<file path="config.mk">
export PLATFORM = sky130hd
export DESIGN_NAME = kbc_regif
export DESIGN_NICKNAME = d
export VERILOG_FILES = /design/src/rtl/kbc_pkg.sv /design/src/rtl/kbcCtrl.sv /design/src/rtl/kbcDatapath.sv /design/src/rtl/kbc_regif.sv
export SDC_FILE = /design/constraint.sdc
export NUM_CORES = 1
export LEC_CHECK = 0
export ABC_AREA = 1
export BUFFER_PORTS_ARGS = -buffer_cell sky130_fd_sc_hd__buf_2
export CORE_MARGIN = 3
export CORE_UTILIZATION = 45
export DETAILED_ROUTE_END_ITERATION = 10
export GPL_ROUTABILITY_DRIVEN = 0
export HOLD_SLACK_MARGIN = 0.02
export PLACE_DENSITY = 0.85
export SYNTH_ARGS = -nofsm -noshare
export SYNTH_HDL_FRONTEND = slang
export SYNTH_SLANG_ARGS = --single-unit
</file>
<file path="constraint.sdc">
create_clock -name clk -period 1.1 [get_ports clk]
set_input_delay 0.11 -clock clk [delete_from_list [all_inputs] [get_ports clk]]
set_output_delay 0.11 -clock clk [all_outputs]
set_load 0.01 [all_outputs]
</file>
<file path="src/rtl/kbc_pkg.sv">
package kbc_pkg;
  localparam int DATA_W = 8;
  localparam int ADDR_W = 8;
  localparam int LED_W  = 3;

  // status bit positions (software decodes these)
  localparam int ST_OBF = 0;
  localparam int ST_IBF = 1;
  localparam int ST_SYS = 2;
  localparam int ST_AL2 = 3;

  typedef struct packed {
    logic loadSelfTest;
    logic loadScan;
    logic clearObf;
    logic setLed;
  } kbcStrobes_t;

  typedef enum logic [2:0] {
    CK_NONE,
    CK_SELFTEST,
    CK_ENABLE,
    CK_ARMLED,
    CK_LEDDATA,
    CK_PLAINDATA,
    CK_UNKNOWN
  } cmdKind_t;
endpackage

</file>
<file path="src/rtl/kbcCtrl.sv">
module kbcCtrl
  import kbc_pkg::*;
#(
  parameter int AW = ADDR_W,
  parameter int DW = DATA_W,
  parameter int LW = LED_W,
  parameter logic [AW-1:0] CMD_ADDR  = 8'h64,
  parameter logic [AW-1:0] DATA_ADDR = 8'h60,
  parameter logic [DW-1:0] CMD_SELFTEST = 8'hAA,
  parameter logic [DW-1:0] CMD_ENABLE   = 8'hAE,
  parameter logic [DW-1:0] CMD_SETLED   = 8'hED
) (
  input  logic          clk,
  input  logic          rstN,
  input  logic [AW-1:0] busAddr,
  input  logic          busWrEn,
  input  logic [DW-1:0] busWrData,
  input  logic          busRdEn,
  input  logic          scanValid,
  input  logic          obf,
  output kbcStrobes_t   strobes,
  output logic [LW-1:0] ledByte,
  output logic          ibf,
  output logic          al2
);
  logic          hitCmd, hitData, hostWr;
  logic [DW-1:0] inByte;
  logic          inIsCmd;
  logic          kbdEnable;
  logic          ledPending;
  cmdKind_t      kind;

  assign hitCmd  = (busAddr == CMD_ADDR);
  assign hitData = (busAddr == DATA_ADDR);
  assign hostWr  = busWrEn && (hitCmd || hitData);

  always_comb begin
    kind = CK_NONE;
    if (ibf) begin
      if (inIsCmd) begin
        if (inByte == CMD_SELFTEST)    kind = CK_SELFTEST;
        else if (inByte == CMD_ENABLE) kind = CK_ENABLE;
        else if (inByte == CMD_SETLED) kind = CK_ARMLED;
        else                           kind = CK_UNKNOWN;
      end else if (ledPending) begin
        kind = CK_LEDDATA;
      end else begin
        kind = CK_PLAINDATA;
      end
    end
  end

  always_ff @(posedge clk or negedge rstN) begin
    if (!rstN) begin
      ibf        <= 1'b0;
      al2        <= 1'b0;
      inByte     <= '0;
      inIsCmd    <= 1'b0;
      kbdEnable  <= 1'b0;
      ledPending <= 1'b0;
    end else begin
      ibf <= hostWr;
      if (hostWr) begin
        inByte  <= busWrData;
        inIsCmd <= hitCmd;
        al2     <= hitCmd;
      end
      if (kind == CK_ENABLE) kbdEnable <= 1'b1;
      if (kind == CK_ARMLED)       ledPending <= 1'b1;
      else if (kind == CK_LEDDATA) ledPending <= 1'b0;
    end
  end

  always_comb begin
    strobes.loadSelfTest = (kind == CK_SELFTEST);
    strobes.setLed       = (kind == CK_LEDDATA);
    strobes.loadScan     = scanValid && kbdEnable && !obf;
    strobes.clearObf     = busRdEn && hitData;
  end

  assign ledByte = inByte[LW-1:0];

  // a decoded host write raises the input-buffer flag next cycle
  a_r3_ibf_set: assert property (@(posedge clk) disable iff (!rstN)
    hostWr |=> ibf);
  // the flag drops after one cycle without a new write
  a_r3_ibf_clear: assert property (@(posedge clk) disable iff (!rstN)
    (ibf && !hostWr) |=> !ibf);
  // AL2 follows the address of the last decoded write
  a_r3_al2_cmd: assert property (@(posedge clk) disable iff (!rstN)
    (hostWr && hitCmd) |=> al2);
  // no scancode is taken while the buffer is full
  a_r6_no_load_full: assert property (@(posedge clk) disable iff (!rstN)
    obf |-> !strobes.loadScan);
  // disabled path never loads a scancode
  a_r1_disabled: assert property (@(posedge clk) disable iff (!rstN)
    !kbdEnable |-> !strobes.loadScan);
endmodule

</file>
<file path="src/rtl/kbcDatapath.sv">
module kbcDatapath
  import kbc_pkg::*;
#(
  parameter int AW = ADDR_W,
  parameter int DW = DATA_W,
  parameter int LW = LED_W,
  parameter logic [AW-1:0] CMD_ADDR  = 8'h64,
  parameter logic [AW-1:0] DATA_ADDR = 8'h60,
  parameter logic [DW-1:0] SELFTEST_PASS = 8'h55
) (
  input  logic          clk,
  input  logic          rstN,
  input  kbcStrobes_t   strobes,
  input  logic [LW-1:0] ledByte,
  input  logic [DW-1:0] scanData,
  input  logic          ibf,
  input  logic          al2,
  input  logic [AW-1:0] busAddr,
  output logic          obf,
  output logic [DW-1:0] busRdData,
  output logic [LW-1:0] leds
);
  logic [DW-1:0] outBuf;
  logic [DW-1:0] status;

  always_ff @(posedge clk or negedge rstN) begin
    if (!rstN) begin
      outBuf <= '0;
      obf    <= 1'b0;
    end else if (strobes.loadSelfTest) begin
      outBuf <= SELFTEST_PASS;
      obf    <= 1'b1;
    end else if (strobes.loadScan) begin
      outBuf <= scanData;
      obf    <= 1'b1;
    end else if (strobes.clearObf) begin
      obf    <= 1'b0;
    end
  end

  always_ff @(posedge clk or negedge rstN) begin
    if (!rstN)               leds <= '0;
    else if (strobes.setLed) leds <= ledByte;
  end

  always_comb begin
    status         = '0;
    status[ST_OBF] = obf;
    status[ST_IBF] = ibf;
    status[ST_SYS] = 1'b1;
    status[ST_AL2] = al2;
  end

  always_comb begin
    if (busAddr == CMD_ADDR)       busRdData = status;
    else if (busAddr == DATA_ADDR) busRdData = outBuf;
    else                           busRdData = '0;
  end

  // a full buffer holds its byte unless a self test replaces it
  a_r6_hold_full: assert property (@(posedge clk) disable iff (!rstN)
    (obf && !strobes.loadSelfTest) |=> $stable(outBuf));
  // a read with nothing loading empties the buffer
  a_r5_read_clears: assert property (@(posedge clk) disable iff (!rstN)
    (strobes.clearObf && !strobes.loadSelfTest && !strobes.loadScan) |=> !obf);
  // self test posts the pass byte
  a_r7_selftest: assert property (@(posedge clk) disable iff (!rstN)
    strobes.loadSelfTest |=> (obf && outBuf == SELFTEST_PASS));
  // a load beats a same-edge read
  a_r10_load_wins: assert property (@(posedge clk) disable iff (!rstN)
    (strobes.loadScan && strobes.clearObf) |=> obf);
  // LEDs move only on an LED data byte
  a_r8_led_stable: assert property (@(posedge clk) disable iff (!rstN)
    !strobes.setLed |=> $stable(leds));
endmodule

</file>
<file path="src/rtl/kbc_regif.sv">
module kbc_regif
  import kbc_pkg::*;
#(
  parameter logic [ADDR_W-1:0] CMD_ADDR  = 8'h64,
  parameter logic [ADDR_W-1:0] DATA_ADDR = 8'h60,
  parameter logic [DATA_W-1:0] CMD_SELFTEST  = 8'hAA,
  parameter logic [DATA_W-1:0] CMD_ENABLE    = 8'hAE,
  parameter logic [DATA_W-1:0] CMD_SETLED    = 8'hED,
  parameter logic [DATA_W-1:0] SELFTEST_PASS = 8'h55
) (
  input  logic              clk,
  input  logic              rstN,
  input  logic [ADDR_W-1:0] busAddr,
  input  logic              busWrEn,
  input  logic [DATA_W-1:0] busWrData,
  input  logic              busRdEn,
  output logic [DATA_W-1:0] busRdData,
  input  logic              scanValid,
  input  logic [DATA_W-1:0] scanData,
  output logic              ledScroll,
  output logic              ledNum,
  output logic              ledCaps
);
  kbcStrobes_t      strobes;
  logic [LED_W-1:0] ledByte;
  logic [LED_W-1:0] leds;
  logic             ibf, al2, obf;

  kbcCtrl #(
    .CMD_ADDR(CMD_ADDR), .DATA_ADDR(DATA_ADDR),
    .CMD_SELFTEST(CMD_SELFTEST), .CMD_ENABLE(CMD_ENABLE), .CMD_SETLED(CMD_SETLED)
  ) u_ctrl (
    .clk(clk), .rstN(rstN), .busAddr(busAddr), .busWrEn(busWrEn),
    .busWrData(busWrData), .busRdEn(busRdEn), .scanValid(scanValid),
    .obf(obf), .strobes(strobes), .ledByte(ledByte), .ibf(ibf), .al2(al2)
  );

  kbcDatapath #(
    .CMD_ADDR(CMD_ADDR), .DATA_ADDR(DATA_ADDR), .SELFTEST_PASS(SELFTEST_PASS)
  ) u_dp (
    .clk(clk), .rstN(rstN), .strobes(strobes), .ledByte(ledByte),
    .scanData(scanData), .ibf(ibf), .al2(al2), .busAddr(busAddr),
    .obf(obf), .busRdData(busRdData), .leds(leds)
  );

  assign ledScroll = leds[0];
  assign ledNum    = leds[1];
  assign ledCaps   = leds[2];
endmodule

</file>
# [Word level (Yosys, flattened, before mapping)]
# Cells that the tools add are included.
[word_totals] register_bits=24 in_bits=29 out_inout_bits=11 wordCells=41
[op_classes] n_eq_ne=9 mux=15 n_reduce_logical=9
[ops] cell="8-bit two-way mux" count=4
[ops] cell="8-bit == test (second input constant)" count=3
[ops] cell="8-bit by 7-bit == test with 1-bit output (second input constant)" count=2
[ops] cell="3-bit two-way mux" count=5
[ops] cell="3-bit by 2-bit == test with 1-bit output (second input constant)" count=2
[ops] cell="1-bit two-way mux" count=6
[ops] cell="1-bit logical AND" count=4
[ops] cell="2-bit nonzero test" count=2
[ops] cell="3-bit by 1-bit == test with 1-bit output (second input constant)" count=1
[ops] cell="3-bit == test (second input constant)" count=1
[ops] cell="3-bit nonzero test" count=1
[ops] cell="1-bit zero test" count=1
[ops] cell="1-bit logical OR" count=1

# [Depth between registers and ports, before layout]
# Gate-level depths: netlist of the first run.
[depth] ltp_word=9 mapped_depth=9 depth_no_buf=9

# [Hierarchy]
# A second synthesis of the first run with hierarchy kept.
[hier_totals] hier_cells=166 hier_area_um2=1303.8
[modules_own_cells] mod="kbcCtrl" n_inst=1 cells_each=92 area_each_um2=666.9 seq_area_each_um2=300.3
[modules_own_cells] mod="kbcDatapath" n_inst=1 cells_each=74 area_each_um2=636.9 seq_area_each_um2=300.3

# [Worst setup path before layout of the first run]
# Ideal clock, no wire load.
[synth_path] path_type="reg2reg" startpoint="register u_dp.obf" endpoint="register u_dp.outBuf[0]" setup_ns=0.131 t_arrival_ns=0.962 required_time_ns=0.969 path_slack_ns=0.007 path_stages_with_launch=6 n_path_buf=1 period_less_slack_ns=1.093 cell_sequence="dfrtp_1 -> inv_1 -> nand3_1 -> buf_2 -> o21ai_0 -> nand2_1"
[synth_between] elab_chain_len=3
[synth_rtl] item="start: declaration" line_no="kbcDatapath.sv:19" rtl="output logic obf,"
[synth_rtl] item="start signal: assignment" line_no="kbcDatapath.sv:29" rtl="obf <= 1'b0;"
[synth_rtl] item="start signal: assignment" line_no="kbcDatapath.sv:32" rtl="obf <= 1'b1;"
[synth_rtl] item="start signal: assignment" line_no="kbcDatapath.sv:35" rtl="obf <= 1'b1;"
[synth_rtl] item="1-bit zero test" line_no="kbcCtrl.sv:77" rtl="strobes.loadScan = scanValid && kbdEnable && !obf;"
[synth_rtl] item="1-bit logical AND" line_no="kbcCtrl.sv:77"
[synth_rtl] item="2-bit nonzero test (no line)"
[synth_rtl] item="end signal: assignment" line_no="kbcDatapath.sv:34" rtl="outBuf <= scanData;"
[synth_rtl] item="end: declaration" line_no="kbcDatapath.sv:23" rtl="logic [DW-1:0] outBuf;"
# No other way between the ends.
# A chain may end at the register's enable or synchronous reset.

# [Worst setup path after layout of the first run]
[layout_path] startpoint="register u_dp.obf" endpoint="output port busRdData[0]"
[layout_between] elab_chain_len=1
[layout_rtl] item="8-bit two-way mux" line_no="kbcDatapath.sv:55" rtl="if (busAddr == CMD_ADDR) busRdData = status;"
[layout_rtl] item="end: declaration" line_no="kbc_regif.sv:17" rtl="output logic [DATA_W-1:0] busRdData,"
# No other way between the ends.

==> results.cfg, run 1 <==
[logic_synthesis]
ys_seq_elements = 24
netlist-cell-type-count = 18
syn_area_mm2 = 0.001236
yosys_warnings = 0
synth_xor_area_share_pct = 0
avgSynthCellArea_um2 = 7.402
synth_compound_area_share_pct = 7.085
synth_mux_area_share_pct = 0
synth_top_flop_cell = dfrtp_1
synth_top_family_by_area = simple AND/OR/NAND/NOR gates
synth_edf_count = 0
synth_fa_ha_area_share_pct = 0
async_reset_ff_share_pct = 100.0
synth_fp_nets = 196
synth-simple-area-share_pct = 34.21
seq_area_frac_synth_pct = 48.58
synthCells = 167

[clock_tree]
numCtsBuffers = 3
cts_buffer_depth = 2
htree_levels = 1
cts.clk_slew.worst_paths_ns = 0.15
clkSinkCount = 24
root_buffer = clkbuf_4
clock_latency_ns = 0.33
cts_tree = built

[die]
dieArea_mm2 = 0.003412
dieHeight_um = 58.41
coreArea_mm2 = 0.002545
start_util_pct = 48.57
num_io_pins = 40
dieWidth_um = 58.41
placementRows = 18

[final_layout]
final_net_count = 262
layout_common_cells = nand2_1, buf_2, dfrtp_1
syn_to_final_growth_pct = 48.38
n_antenna_cell = 0
drive_above_1_share_pct = 41.81
utilization_pct = 72.07
final_common_cell = nand2_1
fill_cells = 180

[power_and_ir_drop]
leakagePower_nw = 0.9918
clkPwrFrac_pct = 35.4
pwr-share-seq_pct = 51.2
finalPower_mw = 1.839
combPwrFrac_pct = 13.4
p_int_mw = 1.404
p_sw_uw = 435.3
vdd_drop_max_v = 0.0009346
p_sw_share_pct = 23.67
p_per_area_mw_per_mm2 = 1003

[worst_setup_path]
r2r_start = u_ctrl.inByte[0]$_DFFE_PN0P_
critPathTopFamily = flip-flops
crit_required_ns = 0.99
rr_worst_depth = 8
crit_start = u_dp.obf$_DFFE_PN0P_
crit_chain = inv_2, o22ai_2, buf_2
arrival_ns = 1.10
slowest_stage = dfrtp_1
cp-end-kind = primary output
path_max_fanout = 2
reg2reg_slack_ns = -0.11
cp_num_cells = 3
critPathLaunchType = flip-flop
r2r_end = u_ctrl.kbdEnable$_DFFE_PN0N_
crit_buf_inv = 2
critPathMaxStageDelay_ns = 0.41
crit_type = reg2out
endpoint = busRdData[0]

[global_route]
grt_pass1_vias = 1082
grt_use_total_pct = 16.30
grt.overflow.total = 0
grt_max_degree = 25
antenna_found_initial = 0
grt_pass1_wl_um = 4422

[timing]
rsz0062_at_grt = yes
hold_ws_ns = -0.0002016
fin_tns_setup_ns = -0.4991
fmax_mhz = 826.7
worst_pin_slew_ns = 0.5365
fin_crit_ns = 1.210
final.setup_skew_ns = 0.01862
slew_headroom_pct = 64.23
fin_crit_sh_pct = 110.0
setup_violations = 12
slew_violations = 0
finalHoldViolations = 1
finalWorstSetupSlack_ns = -0.1096

[flow_run]
maxCapViolations = 0

[run_status]
status = finished, violations left
violations = negative hold slack, negative setup slack

[route]
drt-vias-per-instance = 4.931
wl_per_cell_um = 13.17
first_pass_iters = 4
drt_iter0_drc = 71
vias = 1292
wl_um = 3451
route.detailed.drc = 0
final_antenna_net_count = 0

[place]
port_buffers = 39
hpwlAfterDp_um = 1948

[hold_path]
hp-class = in2reg
power groups by stage:
| stage | logic [mW] | clock network (mW) | registers, mW |
|---|---|---|---|
| 2_1_floorplan | 0.0751 | 0 | 0.950 |
| 3_3_place_gp | 0.168 | 0 | 0.951 |
| 3_5_place_dp | 0.171 | 0 | 0.953 |
| 4_1_cts | 0.198 | 0.638 | 0.932 |
| 5_1_grt | 0.271 | 0.687 | 0.945 |
| 6_report | 0.247 | 0.651 | 0.941 |
metrics by stage:
stage | cell area, µm² | setup slack, ns | instances
after floorplan | 1236 | 0.006757 | 167
after detailed placement | 1529 | -0.1334 | 242
after global placement | 1529 | -0.05153 | 242
after CTS | 1662 | -0.03685 | 254
final | 1834 | -0.1096 | 262
after global routing | 1834 | -0.1731 | 262
flip-flops by register name (all words and copies together) (netlist names):
name,count
u_ctrl.inByte,8
u_ctrl.kbdEnable,1
u_dp.obf,1
u_ctrl.ibf,1
u_dp.leds,3
u_ctrl.ledPending,1
u_dp.outBuf,8
u_ctrl.al2,1
synthesized netlist by cell type (2+ instances only):
cell type | n | area, µm²
nand2_1 | 57 | 214.0
nand2_4 | 2 | 22.52
dfrtp_1 | 24 | 600.6
o21ai_0 | 14 | 70.07
inv_1 | 29 | 108.9
nand2_2 | 2 | 12.51
o22ai_1 | 2 | 12.51
nand3_1 | 17 | 85.08
nor2_1 | 11 | 41.29
kinds of logic after synthesis:
kind of cell | Yosys count
AND/OR/NAND/NOR | 94
AO/OA/AOI/OAI | 17
flip-flops | 24
buffers and inverters | 32
how the worst min path moves through the flow:
stage / to / cells after the start / from / slack, ns
4_1_cts: u_ctrl.inByte[5]$_DFFE_PN0P_ / 3 / busWrData[5] / 0.02
3_5_place_dp: u_dp.leds[1]$_DFFE_PN0N_ / 1 / rstN / 0.12
6_report: u_dp.outBuf[0]$_DFFE_PN0P_ / 3 / scanData[0] / -0.0002
5_1_grt: u_dp.outBuf[0]$_DFFE_PN0P_ / 3 / scanData[0] / 0.005
3_3_place_gp: u_dp.leds[1]$_DFFE_PN0N_ / 1 / rstN / 0.12
2_1_floorplan: u_ctrl.al2$_DFFE_PN0P_ / 0 / rstN / -0.19
worst min-delay path, delay by kind of cell:
| kind | cells | cell delay [ns] |
|---|---|---|
| compound gates | 1 | 0.06 |
| buf+inv | 1 | 0.08 |
| simple gates | 1 | 0.06 |
cell type report:
| class | count | area [µm²] | share of cell area, % |
|---|---|---|---|
| clock buffers | 3 | 22.52 | 1.228 |
| clock inverters | 1 | 30.03 | 1.637 |
| inverters | 30 | 112.6 | 6.139 |
| multi-input cells | 111 | 611.8 | 33.36 |
| flip-flops and latches | 24 | 600.6 | 32.74 |
| well taps | 30 | 37.54 | 2.046 |
| repair buffers | 63 | 419.2 | 22.85 |
layer usage:
layer / GRT usage [%] / up-vias / wire, µm
met1: 22.36 / 593 / 1498
met2: 26.95 / 46 / 1710
met5: 0 / - / 0
met4: 4.967 / 0 / 76
met3: 1.974 / 9 / 165
li1: - / 644 / -
what timing repair did:
action / CTS / global route
setup endpoints to repair: 14 / 22
setup buffers: 6 / 4
pin swaps: 6 / 14
cloned: 0 / 1
hold buffers: 2 / 3
gates resized for setup: 8 / 42
hold endpoints to repair: 25 / 3
Power figures use the tool's default switching activity.
==> run 2: changes to the inputs <==
--- a/config.mk
+++ b/config.mk
@@ -18 +18,2 @@
 export SYNTH_SLANG_ARGS = --single-unit
+export TNS_END_PERCENT = 50
==> constraint.sdc (replaced) <==
create_clock -name clk -period 1.1 [get_ports clk]
set_input_delay 0.165 -clock clk [delete_from_list [all_inputs] [get_ports clk]]
set_output_delay 0.165 -clock clk [all_outputs]
set_load 0.01 [all_outputs]
==> run 2 against run 1 <==
The run ends with negative setup slack left. Cell count down 1.1%. Highest routed layer unchanged. Sequential share of layout area up 0.34 points. Non-clock buffer count down 3. Via count up 0.46%. Sequential power down 0.5%. Setup slack worse by 0.022 ns.
==> results.cfg, run 2 (synthesized netlist as in run 1, its figures left out) <==
[timing]
fin_tns_setup_ns = -1.045
hold_ws_ns = 0.06185
fin_crit_sh_pct = 112.0
setup_violations = 23
rsz0062_at_grt = yes
slew_violations = 0
fin_crit_ns = 1.232
worst_pin_slew_ns = 0.5393
final.setup_skew_ns = 0.003351
slew_headroom_pct = 64.05
finalHoldViolations = 0
fmax_mhz = 811.8
finalWorstSetupSlack_ns = -0.1319

[final_layout]
fill_cells = 195
layout_top_registers = u_ctrl.inByte x8, u_dp.outBuf x8, u_dp.leds x3
finalNonFillerCells = 259
syn_to_final_growth_pct = 46.86
layout_common_cells = nand2_1, buf_2, dfrtp_1
utilization_pct = 71.34
drive_above_1_share_pct = 43.23
final_common_cell = nand2_1
final_area_mm2 = 0.001815
n_antenna_cell = 0
final_net_count = 259

[power_and_ir_drop]
leakagePower_nw = 0.9771
vdd_drop_max_v = 0.0009725
finalPower_mw = 1.802
p_per_area_mw_per_mm2 = 992.7

[place]
port_buffers = 39
hpwlAfterDp_um = 1983
dpl_cell_area_mm2 = 0.001536
post-place-ws_ns = -0.2068
dp.cells = 243

[global_route]
grt_max_degree = 25
grt_pass1_wl_um = 5085
antenna_found_initial = 0
grt_use_total_pct = 19.29
grt_pass1_vias = 1205
grt.overflow.total = 0

[worst_setup_path]
crit_type = reg2out
rr_worst_depth = 8
reg2reg_slack_ns = -0.11
path_max_fanout = 2
critPathLaunchType = flip-flop
r2r_end = u_ctrl.kbdEnable$_DFFE_PN0N_
crit_start = u_dp.outBuf[1]$_DFFE_PN0P_
cp-end-kind = primary output
arrival_ns = 1.07
r2r_start = u_ctrl.inByte[2]$_DFFE_PN0P_
crit_required_ns = 0.94

[route]
vias = 1298
route.detailed.drc = 0
drt-vias-per-instance = 5.012
wl_um = 3290
drt_iter0_drc = 47
wl_per_cell_um = 12.70
final_antenna_net_count = 0
first_pass_iters = 4

[run_status]
status = finished, violations left
violations = negative setup slack

[clock_tree]
numCtsBuffers = 3
clkSinkCount = 24
cts.clk_slew.worst_paths_ns = 0.13
htree_levels = 1
root_buffer = clkbuf_4
cts_tree = built
clock_latency_ns = 0.32
cts_buffer_depth = 2

[hold_path]
min-delay-start = busWrData[4]
hp-class = in2reg
min_path_cells = 3
min_to = u_ctrl.inByte[4]$_DFFE_PN0P_

[die]
dieHeight_um = 58.41
coreArea_mm2 = 0.002545
dieWidth_um = 58.41
start_util_pct = 48.57
dieArea_mm2 = 0.003412
num_io_pins = 40
placementRows = 18

[flow_run]
maxCapViolations = 0
==> run 2: worst max-delay path by stage <==
stage / cells after the start / endpoint
global route: 3 / busRdData[1]
floorplan: 5 / u_dp.outBuf[0]$_DFFE_PN0P_
finish: 3 / busRdData[1]
detailed placement: 5 / busRdData[0]
global placement: 5 / busRdData[0]
CTS: 6 / busRdData[0]
==> run 2: worst max-delay path: stages (launching register included) <==
cell and delay (ns):
dfrtp_1 0.43, nand3_1 0.13, o21ai_2 0.06, buf_2 0.13
==> run 2: power breakdown <==
group	switching, mW	internal (mW)	leakage (nW)	total (mW)
clock network	0.269	0.369	0.0279	0.637
registers	0.0214	0.914	0.307	0.936
logic	0.122	0.107	0.642	0.229
total	0.412	1.39	0.977	1.80
==> run 2: repair_timing <==
action	in CTS	in global routing
resized for setup	19	23
endpoints found under the setup margin	18	22
setup buffers	5	5
hold buffers	1	0
pin swaps	9	21
endpoints found under the hold margin	24	0
cloned	1	0
==> run 2: layout make-up <==
| class | instances | area (µm²) | share of cell area (%) |
|---|---|---|---|
| Multi-Input combinational cell | 111 | 616.8 | 33.98 |
| Clock inverter | 1 | 30.03 | 1.654 |
| Tap cell | 30 | 37.54 | 2.068 |
| Clock buffer | 3 | 22.52 | 1.241 |
| Sequential cell | 24 | 600.6 | 33.08 |
| Timing Repair Buffer | 60 | 395.4 | 21.78 |
| Inverter | 30 | 112.6 | 6.203 |
==> run 2: routing by layer <==
layer / share of wire [%] / vias up / GRT usage [%]
li1: - / 640 / -
met1: 43 / 592 / 23.73
met4: 2.1 / 0 / 5.629
met2: 49 / 55 / 34.13
met3: 5.5 / 11 / 3.728
met5: 0 / - / 0
